$ cat config.mk
export PLATFORM = sky130hd
export DESIGN_NAME = adc_seq_ctrl
export DESIGN_NICKNAME = d
export VERILOG_FILES = /design/src/rtl/adc_seq_pkg.sv /design/src/rtl/adc_frame_engine.sv /design/src/rtl/adc_gap_timer.sv /design/src/rtl/adc_seq_ctrl.sv
export SDC_FILE = /design/constraint.sdc
export NUM_CORES = 1
export LEC_CHECK = 0
export ABC_AREA = 1
export BUFFER_PORTS_ARGS = -buffer_cell sky130_fd_sc_hd__buf_2
export CORE_AREA = 2 2 107 109
export DETAILED_ROUTE_END_ITERATION = 10
export DIE_AREA = 0 0 109 111
export SETUP_SLACK_MARGIN = 0.4
export SYNTH_ARGS = -nofsm -noshare
export SYNTH_HDL_FRONTEND = slang
export SYNTH_HIERARCHICAL = 1
export SYNTH_SLANG_ARGS = --single-unit
$ cat constraint.sdc
create_clock -name clk -period 2.3 [get_ports clk]
set_input_delay 0.23 -clock clk [delete_from_list [all_inputs] [get_ports clk]]
set_output_delay 0.23 -clock clk [all_outputs]
set_load 0.02 [all_outputs]
$ cat src/rtl/adc_seq_pkg.sv
package adc_seq_pkg;

    localparam int FRAME_BITS = 16;
    localparam int CTRL_BITS  = 12;

    localparam logic [1:0] PM_AUTO   = 2'b01;
    localparam logic [1:0] PM_FULL   = 2'b10;
    localparam logic [1:0] PM_NORMAL = 2'b11;

    typedef enum logic [1:0] {FK_DUMMY, FK_WAKE, FK_REAL} fkind_e;
    typedef enum logic [1:0] {SQ_IDLE, SQ_WAIT, SQ_RUN} seq_st_e;
    typedef enum logic [1:0] {EN_IDLE, EN_SETUP, EN_LOW, EN_HIGH} eng_st_e;

    typedef struct packed {
        logic       wr;
        logic [1:0] chan;
        logic [1:0] pm;
        logic       rng;
    } ctrl_t;

    typedef struct packed {
        logic [1:0]  lead;
        logic [1:0]  id;
        logic [11:0] data;
    } rx_t;

    function automatic logic [CTRL_BITS-1:0] pack_ctrl(input ctrl_t c);
        return {c.wr, 3'b000, c.chan, c.pm, 2'b00, c.rng, 1'b0};
    endfunction

    function automatic logic rx_bad(input rx_t r, input logic [1:0] want);
        return (r.lead != 2'b00) || (r.id != want);
    endfunction

endpackage

$ cat src/rtl/adc_frame_engine.sv
module adc_frame_engine
    import adc_seq_pkg::*;
#(
    parameter int HALF = 2
) (
    input  logic                  clk,
    input  logic                  rst,
    input  logic                  start,
    input  logic [CTRL_BITS-1:0]  ctrl_word,
    output logic                  done,
    output logic [FRAME_BITS-1:0] rx_word,
    output logic                  cs_n,
    output logic                  sclk,
    output logic                  mosi,
    input  logic                  miso
);

    localparam int DW = (HALF > 1) ? $clog2(HALF) : 1;
    localparam int BW = $clog2(FRAME_BITS);
    localparam logic [DW-1:0] DLAST = DW'(HALF - 1);
    localparam logic [BW-1:0] BLAST = BW'(FRAME_BITS - 1);

    eng_st_e               st;
    logic [DW-1:0]         div;
    logic [BW-1:0]         bitc;
    logic [FRAME_BITS-1:0] tx_sr;
    logic [FRAME_BITS-1:0] rx_sr;
    logic                  div_end;

    assign div_end = (div == DLAST);

    always_ff @(posedge clk) begin
        if (rst) begin
            st      <= EN_IDLE;
            div     <= '0;
            bitc    <= '0;
            tx_sr   <= '0;
            rx_sr   <= '0;
            cs_n    <= 1'b1;
            sclk    <= 1'b1;
            mosi    <= 1'b0;
            done    <= 1'b0;
            rx_word <= '0;
        end else begin
            done <= 1'b0;
            if (st != EN_IDLE) begin
                div <= div_end ? '0 : div + 1'b1;
            end
            case (st)
                EN_IDLE: begin
                    div <= '0;
                    if (start) begin
                        cs_n  <= 1'b0;
                        tx_sr <= {ctrl_word, {(FRAME_BITS-CTRL_BITS){1'b0}}};
                        st    <= EN_SETUP;
                    end
                end
                EN_SETUP: begin
                    if (div_end) begin
                        sclk  <= 1'b0;
                        mosi  <= tx_sr[FRAME_BITS-1];
                        tx_sr <= tx_sr << 1;
                        bitc  <= '0;
                        st    <= EN_LOW;
                    end
                end
                EN_LOW: begin
                    if (div_end) begin
                        sclk  <= 1'b1;
                        rx_sr <= {rx_sr[FRAME_BITS-2:0], miso};
                        st    <= EN_HIGH;
                    end
                end
                EN_HIGH: begin
                    if (div_end) begin
                        if (bitc == BLAST) begin
                            cs_n    <= 1'b1;
                            mosi    <= 1'b0;
                            done    <= 1'b1;
                            rx_word <= rx_sr;
                            st      <= EN_IDLE;
                        end else begin
                            sclk  <= 1'b0;
                            mosi  <= tx_sr[FRAME_BITS-1];
                            tx_sr <= tx_sr << 1;
                            bitc  <= bitc + 1'b1;
                            st    <= EN_LOW;
                        end
                    end
                end
                default: st <= EN_IDLE;
            endcase
        end
    end

endmodule

$ cat src/rtl/adc_gap_timer.sv
module adc_gap_timer #(
    parameter int T_CYC   = 72,
    parameter int T_QUIET = 8,
    parameter int T_PWRUP = 40
) (
    input  logic clk,
    input  logic rst,
    input  logic cs_n,
    input  logic pwr_wait,
    output logic gap_ok
);

    localparam int TA   = (T_CYC > T_QUIET) ? T_CYC : T_QUIET;
    localparam int TB   = (TA > T_PWRUP) ? TA : T_PWRUP;
    localparam int TMAX = TB + 2;
    localparam int CW   = $clog2(TMAX + 1);
    localparam logic [CW-1:0] CMAX  = CW'(TMAX);
    localparam logic [CW-1:0] L_CYC = CW'(T_CYC);
    localparam logic [CW-1:0] L_QT  = CW'(T_QUIET);
    localparam logic [CW-1:0] L_PU  = CW'(T_PWRUP);
    localparam logic [CW-1:0] SEED  = CW'(2);

    logic          cs_q;
    logic [CW-1:0] cnt_f;
    logic [CW-1:0] cnt_r;

    always_ff @(posedge clk) begin
        if (rst) begin
            cs_q  <= 1'b1;
            cnt_f <= CMAX;
            cnt_r <= CMAX;
        end else begin
            cs_q <= cs_n;
            if (cs_q && !cs_n)       cnt_f <= SEED;
            else if (cnt_f != CMAX)  cnt_f <= cnt_f + 1'b1;
            if (!cs_q && cs_n)       cnt_r <= SEED;
            else if (cnt_r != CMAX)  cnt_r <= cnt_r + 1'b1;
        end
    end

    assign gap_ok = cs_n && cs_q && (cnt_f >= L_CYC) &&
                    (cnt_r >= (pwr_wait ? L_PU : L_QT));

endmodule

$ cat src/rtl/adc_seq_ctrl.sv
module adc_seq_ctrl
    import adc_seq_pkg::*;
#(
    parameter int HALF    = 2,
    parameter int T_CYC   = 72,
    parameter int T_QUIET = 8,
    parameter int T_PWRUP = 40
) (
    input  logic        clk,
    input  logic        rst,
    input  logic        req_valid,
    input  logic [1:0]  req_chan,
    input  logic        req_rng,
    input  logic [1:0]  req_pm,
    output logic        busy,
    output logic        cs_n,
    output logic        sclk,
    output logic        mosi,
    input  logic        miso,
    output logic        res_valid,
    output logic [1:0]  res_chan,
    output logic [11:0] res_data,
    output logic        res_err
);

    seq_st_e               st;
    fkind_e                kind;
    logic [1:0]            cur_pm;
    logic [1:0]            lat_chan;
    logic                  lat_rng;
    logic [1:0]            lat_pm;
    logic                  pwr_wait;
    logic                  gap_ok;
    logic                  f_start;
    logic                  f_done;
    logic [FRAME_BITS-1:0] f_rx;
    ctrl_t                 cw;
    rx_t                   rx;

    always_comb begin
        cw.wr   = (kind != FK_DUMMY);
        cw.chan = lat_chan;
        cw.rng  = lat_rng;
        cw.pm   = (kind == FK_WAKE) ? PM_NORMAL : lat_pm;
    end

    assign rx      = rx_t'(f_rx);
    assign f_start = (st == SQ_WAIT) && gap_ok;
    assign busy    = (st != SQ_IDLE);

    adc_gap_timer #(
        .T_CYC  (T_CYC),
        .T_QUIET(T_QUIET),
        .T_PWRUP(T_PWRUP)
    ) u_gap (
        .clk     (clk),
        .rst     (rst),
        .cs_n    (cs_n),
        .pwr_wait(pwr_wait),
        .gap_ok  (gap_ok)
    );

    adc_frame_engine #(
        .HALF(HALF)
    ) u_eng (
        .clk      (clk),
        .rst      (rst),
        .start    (f_start),
        .ctrl_word(pack_ctrl(cw)),
        .done     (f_done),
        .rx_word  (f_rx),
        .cs_n     (cs_n),
        .sclk     (sclk),
        .mosi     (mosi),
        .miso     (miso)
    );

    always_ff @(posedge clk) begin
        if (rst) begin
            st        <= SQ_IDLE;
            kind      <= FK_REAL;
            cur_pm    <= PM_NORMAL;
            lat_chan  <= '0;
            lat_rng   <= 1'b0;
            lat_pm    <= PM_NORMAL;
            pwr_wait  <= 1'b0;
            res_valid <= 1'b0;
            res_err   <= 1'b0;
            res_chan  <= '0;
            res_data  <= '0;
        end else begin
            res_valid <= 1'b0;
            res_err   <= 1'b0;
            case (st)
                SQ_IDLE: begin
                    if (req_valid) begin
                        lat_chan <= req_chan;
                        lat_rng  <= req_rng;
                        lat_pm   <= req_pm;
                        if (cur_pm == PM_AUTO)      kind <= FK_DUMMY;
                        else if (cur_pm == PM_FULL) kind <= FK_WAKE;
                        else                        kind <= FK_REAL;
                        st <= SQ_WAIT;
                    end
                end
                SQ_WAIT: begin
                    if (gap_ok) begin
                        pwr_wait <= 1'b0;
                        st       <= SQ_RUN;
                    end
                end
                SQ_RUN: begin
                    if (f_done) begin
                        case (kind)
                            FK_REAL: begin
                                res_valid <= 1'b1;
                                res_err   <= rx_bad(rx, lat_chan);
                                res_chan  <= rx.id;
                                res_data  <= rx.data;
                                cur_pm    <= lat_pm;
                                st        <= SQ_IDLE;
                            end
                            FK_WAKE: begin
                                cur_pm   <= PM_NORMAL;
                                pwr_wait <= 1'b1;
                                kind     <= FK_REAL;
                                st       <= SQ_WAIT;
                            end
                            default: begin
                                kind <= FK_REAL;
                                st   <= SQ_WAIT;
                            end
                        endcase
                    end
                end
                default: st <= SQ_IDLE;
            endcase
        end
    end

endmodule

==> results.py <==
metrics = {
    "worst_setup_path": {
        "endpoint_kind": "register",
        "cp-endpoint": "u_eng/tx_sr[8]$_SDFFE_PP0P_",
        "r2r_end": "u_eng/tx_sr[8]$_SDFFE_PP0P_",
        "cp-startpoint": "pwr_wait$_SDFFE_PP0P_",
        "criticalPathCategory": "reg -> reg",
        "arrival_ns": 1.98,
        "rr_startpoint": "pwr_wait$_SDFFE_PP0P_",
        "r2r_slack_ns": 0.56,
        "cp_max_fo": 6,
        "crit_required_ns": 2.54,
        "reg2regPathDepth": 12,
        "critPathLaunchType": "register",
    },
    "global_routing": {
        "grt_pass1_vias": 3366,
        "grt_start_max_net_pins": 34,
        "grt_use_total": 0.150,
        "busiest_layer": "met2",
        "antenna_found_initial": 0,
        "grtUsageMet2": 0.246,
        "grt_pass1_wl_mm": 14.6,
        "met1_usage": 0.185,
        "grtUsageMet3": 0.0429,
        "overflow": 0,
    },
    "clock_network": {
        "cts_tree": "yes",
        "cts.sinks": 98,
        "cts_buffers": 9,
        "path_clk_slew_ns": 0.07,
        "root_buffer": "clkbuf_16",
        "cts_max_level": 3,
        "cts_buffer_depth": 2,
        "clk_latency_ns": 0.34,
    },
    "yosys": {
        "synth.largest_area_cell": "dfxtp_1",
        "yosysSeqAreaShare": 0.454,
        "ys_ff_latch": 98,
        "avgSynthCellArea_um2": 7.52,
        "synth_area_leaders": "dfxtp_1, nand2_1, nor2_1, inv_1, nand3_1",
        "yosys_warnings": 6,
        "synth_ff_type": "dfxtp_1",
        "netlist_area_mm2": 0.00432,
        "async_reset_ff_frac": 0,
        "syn_inst": 575,
        "synth_edf_count": 0,
        "yosys.area.top_type_share": 0.454,
        "synth_cell_types": 38,
    },
    "sta": {
        "hold_violations": 0,
        "worstMarginPinSlew_ns": 0.619,
        "setup_tns_ns": 0,
        "max_freq_mhz": 574,
        "final.setup_skew_ns": 0.00598,
        "rsz0062_at_grt": "false",
        "fin_crit_ns": 1.74,
        "setup_viol": 0,
        "slew_headroom": 0.587,
        "maxSlewViolCount": 0,
        "period_share": 0.758,
    },
    "detailed_routing": {
        "routed_via_density": 4.67,
        "wl_per_cell_um": 11.5,
        "vias": 3518,
        "dr.pass1.iters": 4,
        "finalWirelength_mm": 8.62,
        "drc": 0,
        "dr.first_iter.drc_count": 234,
        "ant_nets": 0,
    },
    "power": {
        "cellPowerDensity_mw_per_mm2": 881,
        "ir_drop_uv": 499,
        "p_leak_nw": 2.27,
    },
    "final_layout": {
        "area_growth_pct": 13.5,
        "drive_above_1_share": 0.159,
        "postLayoutCoreUtil": 0.443,
        "final_common_cell": "nand2_1",
        "final_cell_mix": "nand2_1, dfxtp_1, nor2_1",
        "final_design_area_no_fill_mm2": 0.00491,
        "n_antenna_cell": 0,
        "fill_cells": 1109,
        "nets": 627,
    },
    "floorplanning": {
        "dieHeight_um": 111,
        "die_x_um": 109,
        "row_count": 39,
        "io_pins": 29,
        "start_util": 0.390,
        "die-area_mm2": 0.0121,
        "core_mm2": 0.0111,
    },
    "place": {
        "dpl.hpwl_mm": 6.04,
        "port_buffers": 28,
        "gp_congestion": 0.808,
        "placed_cell_area_mm2": 0.00454,
    },
    "outcome": {
        "status": "finished clean",
    },
    "min_path": {
        "hp-start": "req_pm[1]",
        "min_path_type": "in -> reg",
    },
    "job": {
        "cap_viol_max_count": 0,
    },
}
==> area by class of cell <==
class                   instances  area, um2  share of cell area
flip-flops and latches         98       1960               0.400
inverters                      60        228              0.0464
repair buffers                 34        189              0.0385
well taps                     143        179              0.0365
clock inverters                 5       77.6              0.0158
multi-input cells             402       2030               0.413
clock buffers                  11        243              0.0495
==> flip-flops by register name, summed over array words and instances, names as in the netlist, 2 cells and up <==
register	count
u_eng/rx_sr	16
u_eng/rx_word	16
res_data	12
u_eng/tx_sr	12
u_gap/cnt_f	7
u_gap/cnt_r	7
u_eng/bitc	4
cur_pm	2
kind	2
lat_chan	2
lat_pm	2
res_chan	2
st	2
u_eng/st	2
==> how the worst min path moves through the flow <==
stage / to / slack (ns) / cells after the start
2_1_floorplan: kind[0]$_SDFFE_PP0P_ / 0.30 / 1
3_3_place_gp: u_eng/rx_word[10]$_SDFFE_PP0P_ / 0.43 / 2
3_5_place_dp: u_eng/rx_word[10]$_SDFFE_PP0P_ / 0.43 / 2
4_1_cts: lat_pm[1]$_SDFFE_PP1P_ / 0.08 / 3
5_1_grt: lat_pm[1]$_SDFFE_PP1P_ / 0.1 / 3
6_report: lat_pm[1]$_SDFFE_PP1P_ / 0.09 / 3
==> per-layer routing <==
metal	vias to the layer above	part of all wire
li1	1867	-
met4	0	0.018
met1	1594	0.48
met5	-	0
met3	12	0.038
met2	45	0.46
==> synthesized netlist by cell type, types with 3 or more instances <==
library cell	instances
nand2_1	138
dfxtp_1	98
nor2_1	74
inv_1	53
nand3_1	39
o21ai_0	31
a21oi_1	28
ha_1	13
nor2_2	12
a21boi_0	11
o21ai_1	11
nand2_2	9
buf_2	7
inv_2	5
buf_6	4
clkbuf_1	4
nand4_1	4
nor3_1	4
buf_4	3
nand3_2	3
==> power breakdown <==
| group | internal (mW) | leakage [nW] | total (mW) | switching [mW] |
|---|---|---|---|---|
| logic | 0.291 | 1.32 | 0.752 | 0.461 |
| clock network | 0.979 | 0.156 | 1.60 | 0.625 |
| registers | 1.83 | 0.795 | 1.97 | 0.141 |
==> critical path, cell delays in order (launching register included) <==
cell and delay [ns]:
dfxtp_2 0.33, inv_1 0.04, ha_1 0.26, o21ai_1 0.07
a21oi_2 0.17, nand2_2 0.10, inv_2 0.07, a21oi_1 0.07
nor2_2 0.17, buf_4 0.17, nand3_1 0.07, nand2_1 0.07
nor2_1 0.04
==> what timing repair did <==
item                                    CTS  global route
gates resized for setup                   0            11
buffers inserted                          0             2
hold buffers                              0             0
endpoints found under the setup margin    0            28
hold endpoints to repair                  0             0
==> logic make-up (layout without fill, tap and decap cells) <==
group	after synthesis	in the layout	share of synthesized area
AO/OA/AOI/OAI	85	85	0.107
AND/OR/NAND/NOR	295	295	0.309
buffers and inverters	80	110	0.0857
flip-flops	98	98	0.454
other	1	6	0.000867
adder cells (fa/ha/maj)	13	13	0.0376
XOR/XNOR	3	3	0.00608
==> stage by stage <==
step	total power, mW	hold WS, ns	setup slack (ns)	cells
3_5_place_dp	2.72	0.434	0.480	734
6_report	4.32	0.0866	0.557	753
3_3_place_gp	2.69	0.429	0.524	734
4_1_cts	4.33	0.0769	0.455	750
2_1_floorplan	2.56	0.299	0.661	580
5_1_grt	4.58	0.0951	0.387	753
Note: power is estimated with default switching activity, not from simulation.
